### config.mk
export PLATFORM = sky130hd
export DESIGN_NAME = fp_panel_ctrl
export DESIGN_NICKNAME = d
export VERILOG_FILES = /design/src/rtl/fp_pkg.sv /design/src/rtl/fp_debounce.sv /design/src/rtl/fp_press_timer.sv /design/src/rtl/fp_act_stretch.sv /design/src/rtl/fp_panel_ctrl.sv
export SDC_FILE = /design/constraint.sdc
export NUM_CORES = 1
export LEC_CHECK = 0
export BUFFER_PORTS_ARGS = -buffer_cell sky130_fd_sc_hd__buf_2
export CORE_MARGIN = 4
export CORE_UTILIZATION = 59
export CTS_CLUSTER_DIAMETER = 80
export DETAILED_ROUTE_END_ITERATION = 12
export GPL_ROUTABILITY_DRIVEN = 0
export PLACE_DENSITY = 0.78
export SETUP_SLACK_MARGIN = 0.15
export SLEW_MARGIN = 10
export SYNTH_ARGS = -nofsm -noshare
export SYNTH_HDL_FRONTEND = slang
export SYNTH_HIERARCHICAL = 1
export SYNTH_SLANG_ARGS = --single-unit
export TNS_END_PERCENT = 100
### constraint.sdc
create_clock -name clk -period 1.88 [get_ports clk]
set_input_delay 0.188 -clock clk [delete_from_list [all_inputs] [get_ports clk]]
set_output_delay 0.188 -clock clk [all_outputs]
set_load 0.05 [all_outputs]
### src/rtl/fp_pkg.sv
package fp_pkg;
  typedef enum logic [1:0] {
    PS_IDLE  = 2'd0,
    PS_HELD  = 2'd1,
    PS_LATCH = 2'd2
  } press_st_e;
endpackage

### src/rtl/fp_debounce.sv
module fp_debounce #(
  parameter int SYNC_STAGES = 2,
  parameter int DEB_MS      = 4
) (
  input  logic clk,
  input  logic rst,
  input  logic ms_tick,
  input  logic raw,
  output logic level
);
  localparam int CW = $clog2(DEB_MS + 1);
  localparam logic [CW-1:0] LAST = CW'(DEB_MS - 1);

  logic [SYNC_STAGES-1:0] sync_q;
  logic [CW-1:0]          cnt_q;

  always_ff @(posedge clk) begin
    if (rst) sync_q <= '0;
    else     sync_q <= {sync_q[SYNC_STAGES-2:0], raw};
  end

  wire s = sync_q[SYNC_STAGES-1];

  always_ff @(posedge clk) begin
    if (rst) begin
      level <= 1'b0;
      cnt_q <= '0;
    end else if (s == level) begin
      cnt_q <= '0;
    end else if (ms_tick) begin
      if (cnt_q == LAST) begin
        level <= s;
        cnt_q <= '0;
      end else begin
        cnt_q <= cnt_q + 1'b1;
      end
    end
  end
endmodule

### src/rtl/fp_press_timer.sv
module fp_press_timer
  import fp_pkg::*;
#(
  parameter int LONG_MS = 4000
) (
  input  logic clk,
  input  logic rst,
  input  logic ms_tick,
  input  logic btn,
  output logic short_evt,
  output logic long_evt
);
  localparam int TW = $clog2(LONG_MS + 1);
  localparam logic [TW-1:0] LAST = TW'(LONG_MS - 1);

  press_st_e st_q;
  logic [TW-1:0] held_q;
  logic btn_q;

  always_ff @(posedge clk) begin
    if (rst) begin
      st_q      <= PS_IDLE;
      held_q    <= '0;
      btn_q     <= 1'b0;
      short_evt <= 1'b0;
      long_evt  <= 1'b0;
    end else begin
      btn_q     <= btn;
      short_evt <= 1'b0;
      long_evt  <= 1'b0;
      unique case (st_q)
        PS_IDLE: begin
          held_q <= '0;
          if (btn && !btn_q) st_q <= PS_HELD;
        end
        PS_HELD: begin
          if (!btn) begin
            short_evt <= 1'b1;
            st_q      <= PS_IDLE;
          end else if (ms_tick) begin
            if (held_q == LAST) begin
              long_evt <= 1'b1;
              st_q     <= PS_LATCH;
            end else begin
              held_q <= held_q + 1'b1;
            end
          end
        end
        PS_LATCH: if (!btn) st_q <= PS_IDLE;
        default: st_q <= PS_IDLE;
      endcase
    end
  end
endmodule

### src/rtl/fp_act_stretch.sv
module fp_act_stretch #(
  parameter int STRETCH_MS = 50
) (
  input  logic clk,
  input  logic rst,
  input  logic ms_tick,
  input  logic act,
  output logic led
);
  localparam int SW = $clog2(STRETCH_MS + 1);
  localparam logic [SW-1:0] LOAD = SW'(STRETCH_MS);

  logic [SW-1:0] left_q;

  always_ff @(posedge clk) begin
    if (rst) begin
      left_q <= '0;
      led    <= 1'b0;
    end else begin
      if (act)                        left_q <= LOAD;
      else if (ms_tick && left_q != 0) left_q <= left_q - 1'b1;
      led <= act || (left_q != 0 && !(ms_tick && left_q == 1));
    end
  end
endmodule

### src/rtl/fp_panel_ctrl.sv
module fp_panel_ctrl #(
  parameter int SYNC_STAGES = 2,
  parameter int DEB_MS      = 16,
  parameter int LONG_MS     = 4000,
  parameter int STRETCH_MS  = 50
) (
  input  logic clk,
  input  logic rst,
  input  logic ms_tick,
  input  logic pwr_btn,
  input  logic rst_btn,
  input  logic sys_on,
  input  logic sata_act,
  input  logic spkr,
  output logic pm_event,
  output logic hard_off,
  output logic hard_reset,
  output logic led_pwr,
  output logic led_hdd,
  output logic led_beep
);
  logic [1:0] raw_v, deb_v;
  assign raw_v = {rst_btn, pwr_btn};

  for (genvar i = 0; i < 2; i++) begin : g_btn
    fp_debounce #(.SYNC_STAGES(SYNC_STAGES), .DEB_MS(DEB_MS)) u_deb (
      .clk(clk), .rst(rst), .ms_tick(ms_tick), .raw(raw_v[i]), .level(deb_v[i])
    );
  end

  fp_press_timer #(.LONG_MS(LONG_MS)) u_ptim (
    .clk(clk), .rst(rst), .ms_tick(ms_tick), .btn(deb_v[0]),
    .short_evt(pm_event), .long_evt(hard_off)
  );

  logic rbtn_q;
  always_ff @(posedge clk) begin
    if (rst) begin
      rbtn_q     <= 1'b0;
      hard_reset <= 1'b0;
      led_pwr    <= 1'b0;
      led_beep   <= 1'b0;
    end else begin
      rbtn_q     <= deb_v[1];
      hard_reset <= deb_v[1] && !rbtn_q;
      led_pwr    <= sys_on;
      led_beep   <= spkr;
    end
  end

  fp_act_stretch #(.STRETCH_MS(STRETCH_MS)) u_hdd (
    .clk(clk), .rst(rst), .ms_tick(ms_tick), .act(sata_act), .led(led_hdd)
  );
endmodule

==> results.cfg <==
[run]
cap_viol_max_count = 0

[timing]
rsz0062_at_grt = yes
tns_ps = 0
finalSetupViolCount = 0
min_period_ps = 1650
finalClockSkew_ps = 12.8
slew_viol_final = 0
fin_crit_sh = 0.877
tightest_slew_ps = 629
hold_viol = 0
max_slew_margin = 0.578
max_freq_ghz = 0.606

[power]
p_sw_frac = 0.238
clock_power_share = 0.355
power.leakage_uw = 0.000801
ir_drop_uv = 626
power_density_nw_per_um2 = 744
power_switching_uw = 402
p_int_uw = 1290
p_comb_frac = 0.075
p_seq_frac = 0.570

[logic_synthesis]
syn_inst = 217
syn_nets = 231
synth_most_common_cell = dfxtp_1
synth.distinct_cells = 46
avgSynthCellArea_um2 = 9.39
syn_area_um2 = 2040
synth_top_area_share = 0.432
yosysWarnings = 6
synth-main-ff-cell = dfxtp_1
synthArstFlopShare = 0
synth_seq_cells = 44
seq_area_frac_synth = 0.432
synthTopCellsByArea = dfxtp_1 43%, nand2b_1 4.0%, nand2_1 3.9%
ys_top_cells_by_count = 44 x dfxtp_1, 21 x nand2_1, 14 x inv_1
yosysTopAreaCell = dfxtp_1
synth_edf_count = 0

[hold_path]
hold_path_class = in2reg
holdPathEnd = led_pwr
hold_depth = 2
hold_start = sys_on

[worst_setup_path]
arrival_ps = 1930
cp.required_ps = 2160
r2r_slack_ps = 230
crit_fanout = 9
rr_worst_depth = 4
worstSetupEndpointType = flop
startpoint_type = flop
r2r-end = u_ptim/held_q[5]
criticalPathCategory = reg2reg
regToRegStartpoint = g_btn[0].u_deb/level

[clocking]
cts_buffers = 5
cts_sinks = 44
clkTransAtPathRegs_ps = 140
clk_latency_ps = 350
clk_path_buf_depth = 2
cts_hold_buf = 0
htree_levels = 2
tritoncts = done
cts-root-buf = clkbuf_4

[global_route]
grt_use_total = 0.176
grt_max_degree = 26
grt_pass1_vias = 1411
antenna_found_initial = 0
gr-total-overflow = 0
grt_pass1_wl_mm = 6.10

[place]
port_buffers = 13
hpwl_mm = 2.52
place_inst = 277

[drt]
wl_per_cell_um = 12.6
vias = 1631
first_pass_iters = 4
drc = 0
drt-total-wl_mm = 3.59
drt_iter0_drc = 83
postRouteAntennaNets = 0
vias_per_cell = 5.72

[final_layout]
synthToLayoutAreaGrowth_pct = 11.5
layout-drive-gt1-share = 0.172
nets = 252
antenna_cells = 0
fin_cells = 285

[floorplanning]
io_pins = 14
die_area_um2 = 4460
initial_core_util = 0.611
core-area_um2 = 3340
placement_rows = 21
die-height_um = 66.8
die_width_um = 66.8

[run_status]
outcome = finished clean
[cells by family after synthesis]
logic type	synth area share
AND/OR/NAND/NOR	0.302
multiplexers	0.0196
adder cells (fa/ha/maj)	0.0368
XOR/XNOR	0.0258
buffers and inverters	0.0301
AO/OA/AOI/OAI	0.153
flip-flops	0.432
[through the flow]
step	cell area (um^2)	hold slack [ps]	total power (uW)	worst slack [ps]	util
2_1_floorplan	2040	257	1060	338	-
6_report	2270	32.7	1690	231	0.681
5_1_grt	2270	0.0398	1780	120	0.681
3_5_place_dp	2170	393	1110	217	0.652
4_1_cts	2260	16.6	1710	195	0.677
3_3_place_gp	2170	391	1110	265	0.652
[critical path, stage by stage, from the launching register on]
cell and delay, ps:
dfxtp_2 400, nand2_1 110, a211o_1 410, or4_1 530, a21oi_1 150
[worst max-delay path by stage]
stage / to / startpoint / slack, ps
global route: u_ptim/held_q[9] / g_btn[0].u_deb/level / 120
detailed placement: u_ptim/held_q[8] / u_ptim/held_q[0] / 220
finish: u_ptim/held_q[5] / g_btn[0].u_deb/level / 230
CTS: u_ptim/held_q[5] / g_btn[0].u_deb/level / 200
floorplan: u_ptim/held_q[8] / u_ptim/held_q[0] / 340
global placement: u_ptim/held_q[5] / g_btn[0].u_deb/level / 260
[power by group through the flow]
| stage | Combinational (uW) | Clock (uW) | Sequential (uW) |
|---|---|---|---|
| 2_1_floorplan | 68.7 | 0 | 996 |
| 3_3_place_gp | 123 | 0 | 984 |
| 3_5_place_dp | 127 | 0 | 983 |
| 4_1_cts | 127 | 617 | 963 |
| 5_1_grt | 143 | 667 | 966 |
| 6_report | 127 | 599 | 964 |
[cell usage in the layout, fill, tap and decap left out, drive strengths merged, types with 7 or more instances in the layout]
cell and instances:
a21oi 13, nand2 21, nor2 11, nor2b 9, nand4 7, or4 7, inv 15, nand2b 13
buf 16, dfxtp 44
[timing repair]
action | 4_1_cts | 5_1_grt
gates resized for setup | 0 | 5
setup buffers | 0 | 0
setup endpoints to repair | 0 | 8
[routing by layer]
layer | part of all wire | GRT usage | vias up
li1 | - | - | 842
met1 | 0.47 | 0.233 | 757
met2 | 0.48 | 0.278 | 25
met3 | 0.030 | 0.0422 | 7
met4 | 0.013 | 0.0635 | 0
met5 | 0 | 0 | -
[sequential cells by signal (all words and copies together) (netlist names)]
register	cells
u_hdd/left_q	6
u_hdd/led	1
u_ptim/btn_q	1
u_ptim/short_evt	1
u_ptim/st_q	2
led_beep	1
g_btn.u_deb/cnt_q	10
hard_reset	1
rbtn_q	1
g_btn.u_deb/level	2
u_ptim/held_q	12
g_btn.u_deb/sync_q	4
u_ptim/long_evt	1
led_pwr	1
[cell type report]
cell class / instances / area [um^2]
clock buffers: 5 / 37.5
clock inverters: 3 / 46.3
flip-flops and latches: 44 / 886
repair buffers: 16 / 87.6
inverters: 14 / 52.6
well taps: 46 / 57.6
multi-input cells: 157 / 1100
fillers: 266 / 1060
No activity file was read; power rests on OpenSTA's default activity.
